File: src/rtl/sercmd_pkg.sv
// Shared definitions for the serial memory command decoder.
// Assumes byte-wide serial data; the frame layout constants live here.
package sercmd_pkg;
    localparam int BYTE_W   = 8;
    localparam int MARK_BIT = 7;  // set only on opening bytes
    localparam int RSVD_BIT = 6;  // must be zero on a valid opener
    localparam int RD_BIT   = 5;  // 1 = read request

    typedef enum logic [1:0] {
        FR_IDLE = 2'd0,
        FR_ADDR = 2'd1,
        FR_DATA = 2'd2
    } frame_st_t;
endpackage

File: src/rtl/frame_assembler.sv
// Collects received bytes into a command frame and fires a one-cycle
// launch when the frame completes. Assumes the caller blocks it while a
// previous command is in flight; blocked bytes are dropped entirely.
module frame_assembler
    import sercmd_pkg::*;
#(
    parameter int HDR_ADDR_BITS = 5,
    parameter int ADDR_BYTES    = 3,
    parameter int PAY_BITS      = 7,
    parameter int ADDR_W        = HDR_ADDR_BITS + ADDR_BYTES * PAY_BITS
) (
    input  logic              clk,
    input  logic              rst_n,
    input  logic              blocked,
    input  logic              rx_valid,
    input  logic [BYTE_W-1:0] rx_byte,
    output logic              launch,
    output logic              launch_rd,
    output logic [ADDR_W-1:0] launch_addr,
    output logic [BYTE_W-1:0] launch_data
);
    localparam int LO_W  = ADDR_BYTES * PAY_BITS;
    localparam int CNT_W = $clog2(ADDR_BYTES + 1);
    localparam logic [CNT_W-1:0] LAST_IDX = CNT_W'(ADDR_BYTES - 1);

    frame_st_t                st_q;
    logic [CNT_W-1:0]         cnt_q;
    logic                     rd_q;
    logic [HDR_ADDR_BITS-1:0] hi_q;
    logic [LO_W-1:0]          lo_q;

    logic            take;
    logic            is_hdr;
    logic            hdr_ok;
    logic            last_addr;
    logic [LO_W-1:0] lo_next;

    // Purpose: classify the incoming byte and decide whether a frame ends now.
    always_comb begin
        take      = rx_valid && !blocked;
        is_hdr    = rx_byte[MARK_BIT];
        hdr_ok    = is_hdr && !rx_byte[RSVD_BIT];
        last_addr = (cnt_q == LAST_IDX);
        lo_next   = {lo_q[LO_W-PAY_BITS-1:0], rx_byte[PAY_BITS-1:0]};
        launch    = take && !is_hdr &&
                    (((st_q == FR_ADDR) && last_addr && rd_q) || (st_q == FR_DATA));
        launch_rd   = rd_q;
        launch_addr = {hi_q, ((st_q == FR_DATA) ? lo_q : lo_next)};
        launch_data = rx_byte;
    end

    // Purpose: advance the frame state on each accepted byte.
    always_ff @(posedge clk) begin
        if (!rst_n) begin
            st_q  <= FR_IDLE;
            cnt_q <= '0;
            rd_q  <= 1'b0;
            hi_q  <= '0;
            lo_q  <= '0;
        end else if (take) begin
            if (is_hdr) begin
                if (hdr_ok) begin
                    st_q  <= FR_ADDR;
                    cnt_q <= '0;
                    rd_q  <= rx_byte[RD_BIT];
                    hi_q  <= rx_byte[HDR_ADDR_BITS-1:0];
                end else begin
                    st_q <= FR_IDLE;
                end
            end else begin
                case (st_q)
                    FR_ADDR: begin
                        lo_q <= lo_next;
                        if (last_addr) begin
                            st_q <= rd_q ? FR_IDLE : FR_DATA;
                        end else begin
                            cnt_q <= cnt_q + 1'b1;
                        end
                    end
                    FR_DATA: st_q <= FR_IDLE;
                    default: st_q <= FR_IDLE;
                endcase
            end
        end
    end
endmodule

File: src/rtl/mem_req_port.sv
// Holds one memory request from launch until acknowledge and flags a
// read completion for the reply path. Assumes launch never arrives while
// a request is already pending (the top blocks the assembler).
module mem_req_port
    import sercmd_pkg::*;
#(
    parameter int ADDR_W = 26
) (
    input  logic              clk,
    input  logic              rst_n,
    input  logic              launch,
    input  logic              launch_rd,
    input  logic [ADDR_W-1:0] launch_addr,
    input  logic [BYTE_W-1:0] launch_data,
    input  logic              mem_ack,
    input  logic [BYTE_W-1:0] mem_rdata,
    output logic              mem_req,
    output logic              mem_wr,
    output logic [ADDR_W-1:0] mem_addr,
    output logic [BYTE_W-1:0] mem_wdata,
    output logic              rsp_valid,
    output logic [BYTE_W-1:0] rsp_data
);
    // Purpose: raise and hold the request, clearing it on acknowledge.
    always_ff @(posedge clk) begin
        if (!rst_n) begin
            mem_req   <= 1'b0;
            mem_wr    <= 1'b0;
            mem_addr  <= '0;
            mem_wdata <= '0;
        end else if (mem_req && mem_ack) begin
            mem_req <= 1'b0;
        end else if (launch) begin
            mem_req  <= 1'b1;
            mem_wr   <= !launch_rd;
            mem_addr <= launch_addr;
            if (!launch_rd) begin
                mem_wdata <= launch_data;
            end
        end
    end

    // Purpose: mark the acknowledge cycle of a read for the reply path.
    always_comb begin
        rsp_valid = mem_req && mem_ack && !mem_wr;
        rsp_data  = mem_rdata;
    end
endmodule

File: src/rtl/reply_sender.sv
// Presents a read result to the transmitter and holds it until taken.
// Assumes a new result only arrives when no byte is waiting.
module reply_sender
    import sercmd_pkg::*;
(
    input  logic              clk,
    input  logic              rst_n,
    input  logic              rsp_valid,
    input  logic [BYTE_W-1:0] rsp_data,
    input  logic              tx_ready,
    output logic              tx_valid,
    output logic [BYTE_W-1:0] tx_byte
);
    // Purpose: load a reply byte and release it on the ready handshake.
    always_ff @(posedge clk) begin
        if (!rst_n) begin
            tx_valid <= 1'b0;
            tx_byte  <= '0;
        end else if (tx_valid && tx_ready) begin
            tx_valid <= 1'b0;
        end else if (rsp_valid) begin
            tx_valid <= 1'b1;
            tx_byte  <= rsp_data;
        end
    end
endmodule

File: src/rtl/serial_cmd_decoder.sv
// Top of the serial memory command decoder: frame assembly, request
// holding and reply delivery. Assumes one byte at most per cycle and that
// bytes arriving while a command is in flight may be lost.
module serial_cmd_decoder
    import sercmd_pkg::*;
#(
    parameter int HDR_ADDR_BITS = 5,
    parameter int ADDR_BYTES    = 3,
    parameter int PAY_BITS      = 7,
    parameter int ADDR_W        = HDR_ADDR_BITS + ADDR_BYTES * PAY_BITS
) (
    input  logic              clk,
    input  logic              rst_n,
    input  logic              rx_valid,
    input  logic [7:0]        rx_byte,
    output logic              mem_req,
    output logic              mem_wr,
    output logic [ADDR_W-1:0] mem_addr,
    output logic [7:0]        mem_wdata,
    input  logic              mem_ack,
    input  logic [7:0]        mem_rdata,
    output logic              tx_valid,
    output logic [7:0]        tx_byte,
    input  logic              tx_ready,
    output logic [ADDR_W-1:0] cmd_addr
);
    logic              blocked;
    logic              launch;
    logic              launch_rd;
    logic [ADDR_W-1:0] launch_addr;
    logic [BYTE_W-1:0] launch_data;
    logic              rsp_valid;
    logic [BYTE_W-1:0] rsp_data;

    // Purpose: stall frame intake while a request or reply is outstanding.
    always_comb begin
        blocked  = mem_req || tx_valid;
        cmd_addr = mem_addr;
    end

    frame_assembler #(
        .HDR_ADDR_BITS(HDR_ADDR_BITS),
        .ADDR_BYTES   (ADDR_BYTES),
        .PAY_BITS     (PAY_BITS),
        .ADDR_W       (ADDR_W)
    ) u_frame (
        .clk        (clk),
        .rst_n      (rst_n),
        .blocked    (blocked),
        .rx_valid   (rx_valid),
        .rx_byte    (rx_byte),
        .launch     (launch),
        .launch_rd  (launch_rd),
        .launch_addr(launch_addr),
        .launch_data(launch_data)
    );

    mem_req_port #(
        .ADDR_W(ADDR_W)
    ) u_req (
        .clk        (clk),
        .rst_n      (rst_n),
        .launch     (launch),
        .launch_rd  (launch_rd),
        .launch_addr(launch_addr),
        .launch_data(launch_data),
        .mem_ack    (mem_ack),
        .mem_rdata  (mem_rdata),
        .mem_req    (mem_req),
        .mem_wr     (mem_wr),
        .mem_addr   (mem_addr),
        .mem_wdata  (mem_wdata),
        .rsp_valid  (rsp_valid),
        .rsp_data   (rsp_data)
    );

    reply_sender u_reply (
        .clk      (clk),
        .rst_n    (rst_n),
        .rsp_valid(rsp_valid),
        .rsp_data (rsp_data),
        .tx_ready (tx_ready),
        .tx_valid (tx_valid),
        .tx_byte  (tx_byte)
    );
endmodule

File: config.mk
export PLATFORM = sky130hd
export DESIGN_NAME = serial_cmd_decoder
export DESIGN_NICKNAME = d
export VERILOG_FILES = /design/src/rtl/sercmd_pkg.sv /design/src/rtl/frame_assembler.sv /design/src/rtl/mem_req_port.sv /design/src/rtl/reply_sender.sv /design/src/rtl/serial_cmd_decoder.sv
export SDC_FILE = /design/constraint.sdc
export NUM_CORES = 1
export LEC_CHECK = 0
export BUFFER_PORTS_ARGS = -buffer_cell sky130_fd_sc_hd__buf_4
export CORE_ASPECT_RATIO = 0.6
export CORE_MARGIN = 2
export CORE_UTILIZATION = 53
export DETAILED_ROUTE_END_ITERATION = 7
export GPL_TIMING_DRIVEN = 1
export PLACE_DENSITY = 0.79
export SKIP_CTS_REPAIR_TIMING = 1
export SYNTH_ARGS = -nofsm -noshare
export SYNTH_HDL_FRONTEND = slang
export SYNTH_SLANG_ARGS = --single-unit
File: constraint.sdc
create_clock -name clk -period 3.3 [get_ports clk]
set_input_delay 0.165 -clock clk [delete_from_list [all_inputs] [get_ports clk]]
set_output_delay 0.165 -clock clk [all_outputs]
set_load 0.01 [all_outputs]
# Yosys cells after proc, flatten, opt, wreduce, memory -nomap -nowiden
# Index checks and enable logic that the tools add are counted.
totals:
  register_bits: 76
op_classes:
  n_eq_ne: 6
  bitwise: 5
  add_sub_neg: 1
  n_mux: 10
  n_reduce_logical: 26
ops:
  columns: ["cell", "count"]
  rows:
  - ["21-bit 2-to-1 mux", 1]
  - ["2-bit 2-to-1 mux", 8]
  - ["1-bit logical AND", 9]
  - ["3-bit AND reduction", 3]
  - ["2-bit AND reduction", 3]
  - ["1-bit logical NOT", 5]
  - ["1-bit inverter", 5]
  - ["2-bit == test (second input constant)", 2]
  - ["4-bit AND reduction", 1]
  - ["2-bit OR reduction", 2]
  - ["3-bit by 2-bit inequality test with 1-bit output (second input constant)", 1]
  - ["2-bit by 1-bit adder with 2-bit output (second input constant)", 1]
  - ["2-bit by 1-bit == test with 1-bit output (second input constant)", 1]
  - ["1-bit logical OR", 2]
  - ["2-bit by 1-bit inequality test with 1-bit output (second input constant)", 1]
  - ["2-bit inequality test (second input constant)", 1]
  - ["2-bit nonzero test", 1]
  - ["1-bit 2-to-1 mux", 1]

# Logic depth before layout (Yosys ltp)
depth:
  ltp_word: 6
  depth_mapped: 7
  depth_no_buf: 6

# Cells and area by module
# From an unflattened synthesis, not the netlist that was laid out.
hier_totals:
  hier_cells: 395
  area_unflattened_um2: 3549.7
by_module_without_submodules:
  columns: ["mod", "area_per_inst_um2", "cells_per_inst", "n_inst"]
  rows:
  - ["frame_assembler", 1574.0, 161, 1]
  - ["mem_req_port", 1402.6, 168, 1]
  - ["reply_sender", 371.6, 39, 1]
  - ["serial_cmd_decoder", 201.4, 27, 1]

# Worst setup path after synthesis
# Ideal clock, no wire load.
synth_timing:
  path_type: "register to register"
  startpoint: "reg u_reply.tx_valid"
  endpoint: "reg u_req.mem_addr[12]"
  arrival_time_ns: 1.465
  path_buffers: 1
  path_stages_with_launch: 5
  slack_ns: 1.690
  path_cell_list: "dfxtp_1 -> or3b_1 -> a211oi_4 -> buf_4 -> a211oi_2"
synth_between:
  elab_chain_cells: 6
synth_lines:
  columns: ["element", "line", "text"]
  rows:
  - ["from (decl)", "reply_sender.sv:11", "output logic tx_valid,"]
  - ["from (signal assigned)", "reply_sender.sv:17", "tx_valid <= 1'b0;"]
  - ["from (signal assigned)", "reply_sender.sv:20", "tx_valid <= 1'b0;"]
  - ["from (signal assigned)", "reply_sender.sv:22", "tx_valid <= 1'b1;"]
  - ["1-bit logical OR", "serial_cmd_decoder.sv:37", "blocked = mem_req || tx_valid;"]
  - ["1-bit logical NOT", "frame_assembler.sv:40", "take = rx_valid && !blocked;"]
  - ["1-bit logical AND", "frame_assembler.sv:40", null]
  - ["1-bit logical AND (2 in a row)", "frame_assembler.sv:45", "launch = take && !is_hdr &&"]
  - ["2-bit AND reduction (no source line)", null, null]
  - ["to (signal assigned)", "mem_req_port.sv:36", "mem_addr <= launch_addr;"]
  - ["to (decl)", "mem_req_port.sv:19", "output logic [ADDR_W-1:0] mem_addr,"]
# Every way passes these cells.
# A chain may end at the register's enable or synchronous reset.

# Worst setup path in the final report
layout_timing:
  startpoint: "reg u_frame.cnt_q[0]"
  endpoint: "reg u_req.mem_addr[0]"
layout_between:
  elab_chain_cells: 6
layout_lines:
  columns: ["element", "line", "text"]
  rows:
  - ["from (decl)", "frame_assembler.sv:27", "logic [CNT_W-1:0] cnt_q;"]
  - ["from (signal assigned)", "frame_assembler.sv:77", "cnt_q <= cnt_q + 1'b1;"]
  - ["2-bit == test", "frame_assembler.sv:43", "last_addr = (cnt_q == LAST_IDX);"]
  - ["1-bit logical AND (2 in a row)", "frame_assembler.sv:46", "(((st_q == FR_ADDR) && last_addr && rd_q) || (st_q == FR_DATA));"]
  - ["1-bit logical OR", "frame_assembler.sv:46", null]
  - ["1-bit logical AND", "frame_assembler.sv:45", null]
  - ["2-bit AND reduction (no source line)", null, null]
# Every way passes these cells.

==> results by group <==
Status
  • Status: finished, final reports clean

Floorplan
  • Die X: about 100 µm
  • Initial Util: approximately 56%
  • Die area: between 0.006 and 0.007 mm²
  • Core box area: about 0.0057 mm²
  • Row cnt: 21
  • Die Height: 64.5 µm
  • Ports: 92

Finish
  • Area delta synth->final: 22.4%
  • Sequential cell area: around 0.0015 mm²
  • Final #Nets: 440
  • Design area: approximately 0.004 mm²
  • Share of cells above drive strength 1: 30.5%
  • Diode count: 0
  • Final Non-Filler Cells: 503
  • # fillers: 478
  • Area of the multi-input gates: 0.00138 mm²

Clock network
  • CTS tree: done
  • CTS Buf Count: 9
  • Clock sink count: 76
  • Clock-pin slew on the worst setup and hold paths: ~0.080 ns
  • Htree depth: 3
  • CTS Buffer Depth: 2
  • Clk root buf: clkbuf_8
  • Worst skew pair latency: between 0.3 and 0.4 ns

STA
  • Skew final: 0.0114 ns
  • Least-Margin Pin Slew: between 0.8 and 0.9 ns
  • Setup TNS: 0 ns
  • Final hold violations: 0
  • Worst hold slack: around 0.034 ns
  • Slew Limit Fails: 0
  • RSZ-0062 raised after global routing: no
  • Relative slew margins: ~44%
  • Period minus WS final: 2.08 ns
  • Peak Freq: slightly below 500 MHz
  • Setup-failing EPs final: 0
  • Part of the cycle the worst path needs: 63.0%

Detailed routing
  • WL per Instance: between 10 and 15 µm
  • DRT iter0 DRCs: 167
  • Final WL: 7080 µm
  • DRT antenna net count: 0
  • Via count: between 2,000 and 3,000
  • Avg Vias per Cell: ~5.3
  • # DRC: 0
  • Detailed Routing Iterations Pass 1: 4

Min path
  • Hold Crit Depth: 3
  • Worst min-delay path class: in -> reg
  • Worst hold start: mem_rdata[1]
  • Hold endpoint: u_reply.tx_byte[1]

Global route
  • First-pass GRT wire length: between 10,000 and 15,000 µm
  • Total Routing Usage GR: 22.3%
  • Grt ovf: 0
  • Antenna violations before repair: 0
  • Vias in the first global route: between 2,000 and 2,500
  • Largest net degree at the start of global routing: 44

Setup path
  • Startpoint Class: flip-flop
  • CP Capture Type: flip-flop
  • R2R Setup Slk: around 1.2 ns
  • Setup CP Type: reg -> reg
  • Top fanout value on the critical path: 42
  • R2r startpoint: u_frame.cnt_q[0]
  • Reg2reg end: u_req.mem_addr[0]
  • Req. time, crit path: roughly 3.6 ns
  • Reg2reg path depth: 7
  • Arrival time worst endpoint: about 2.3 ns

Logic synthesis
  • Sequential-to-total area share from yosys stat: a little under half
  • Synth Instances: ~360
  • Number of synthesized register bits: 76
  • Yosys warnings: 0
  • Synthesized Nets: 385
  • Syn Std Cell Area: between 0.003 and 0.004 mm²
  • Syn Area/Cell: 8.91 µm²
  • Yosys cell types: 30

Placement
  • RD Place Congestion: 0.748
  • Dpl cell area: 0.00374 mm²
  • Buffers on Ports: between 90 and 100
  • Post-Place Cells: around 490
  • DP HPWL: between 4000 and 5000 µm

Power and ir drop
  • Peak VDD IR: about 0.25 mV
  • Power per Cell Area: about 440 mW/mm²
  • Leakage power: around 1.7 nW
  • Overall power: 1.76 mW

Job
  • Maxcap violations: 0
-- kinds of logic (layout without fill, tap and decap cells) --
| kind of cell | count (synthesis) | in the layout | share of synthesized area, % |
|---|---|---|---|
| AO/OA/AOI/OAI | 71 | 71 | 16.0 |
| flip-flops | 76 | 76 | 47.1 |
| multiplexers | 29 | 29 | 8.98 |
| AND/OR/NAND/NOR | 130 | 130 | 17.2 |
| buffers and inverters | 56 | 116 | 10.4 |
| adder cells (fa/ha/maj) | 1 | 1 | 0.387 |
-- stage by stage --
| step | setup WS [ns] | utilization, % |
|---|---|---|
| finish | 1.22 | 69.1 |
| global placement | 1.32 | 65.3 |
| floorplan | 1.69 | - |
| detailed placement | 1.25 | 65.3 |
| CTS | 1.21 | 69.1 |
| global route | 1.01 | 69.1 |
-- sequential cells by signal, summed over array words and instances, names as in the netlist --
name and flops:
u_frame.hi_q 5, u_reply.tx_valid 1, u_frame.st_q 2, u_frame.launch_rd 1
u_frame.lo_q 21, u_reply.tx_byte 8, u_req.mem_req 1, u_req.mem_addr 26
u_req.mem_wr 1, u_req.mem_wdata 8, u_frame.cnt_q 2
-- area by class of cell --
type / instances / area share [%]
Inverter: 5 / 0.474
Timing Repair Buffer: 95 / 18.3
Tap cell: 80 / 2.53
Clock inverter: 6 / 2.24
Multi-Input combinational cell: 231 / 34.7
Clock buffer: 10 / 3.22
Sequential cell: 76 / 38.4
-- cell usage after synthesis --
master,count,share of area [%]
nand4b_1,2,0.54
nor2_1,33,3.8
o22ai_1,1,0.19
buf_1,3,0.35
buf_2,2,0.31
nor2b_1,1,0.19
nand3_1,20,3.1
inv_1,4,0.46
nand3b_1,1,0.23
o21ai_0,14,2.2
nor3_1,1,0.15
nand2b_1,1,0.19
a32oi_1,1,0.27
mux2i_1,29,9.0
buf_4,29,6.7
a211oi_2,17,6.6
a211oi_4,1,0.62
nor3b_1,2,0.46
nand2_1,65,7.5
and3_1,2,0.39
a21oi_1,32,5.0
a211o_1,1,0.27
buf_6,2,0.70
dfxtp_1,76,47
a211oi_1,4,0.93
nor4b_1,1,0.27
inv_2,1,0.12
ha_1,1,0.39
or3b_1,1,0.27
clkbuf_1,15,1.7
-- per-layer routing --
metal / up-vias / wire length (µm) / share of wire (%) / track usage [%]
li1: 1316 / - / - / -
met1: 1273 / 3460 / 49 / 31.3
met2: 84 / 3120 / 44 / 33.3
met3: 8 / 427 / 6.0 / 6.34
met4: 0 / 78 / 1.1 / 7.00
met5: - / 0 / 0 / 0
-- worst max path at each step --
stage	start	endpoint	slack (ns)	depth (start not counted)
final	u_frame.cnt_q[0]	u_req.mem_addr[0]	1.22	7
after global routing	u_frame.cnt_q[0]	u_req.mem_addr[0]	1.01	7
after detailed placement	u_frame.cnt_q[0]	u_req.mem_addr[2]	1.25	7
after CTS	u_frame.cnt_q[0]	u_req.mem_addr[2]	1.21	7
after global placement	u_frame.cnt_q[0]	u_req.mem_addr[1]	1.32	7
after floorplan	u_reply.tx_valid	u_req.mem_addr[12]	1.69	4
-- power breakdown --
group          switching [mW]  internal [mW]  total, mW
Sequential            0.00354          0.920      0.924
Combinational          0.0434         0.0255     0.0689
Clock                   0.341          0.425      0.767
-- cells in the final DEF, fill, tap and decap left out, drive strengths merged --
master / count
nor2: 33
and3: 2
dfxtp: 76
a21oi: 32
a32oi: 1
a211oi: 22
clkinv: 2
a211o: 1
o21ai: 14
nor3b: 2
nand3: 20
o22ai: 1
nand3b: 1
buf: 95
nor3: 1
bufinv: 2
nor2b: 1
clkinvlp: 2
nand2: 65
clkbuf: 10
nor4b: 1
nand2b: 1
inv: 5
or3b: 1
nand4b: 2
mux2i: 29
ha: 1
-- critical path, stage by stage (launching register included) --
cell	delay, ns
dfxtp_1	0.32
inv_1	0.07
ha_1	0.19
nand4b_1	0.16
a211oi_4	0.65
buf_12	0.30
nor2_1	0.06
a211oi_1	0.22
No activity file was read; power rests on OpenSTA's default activity.
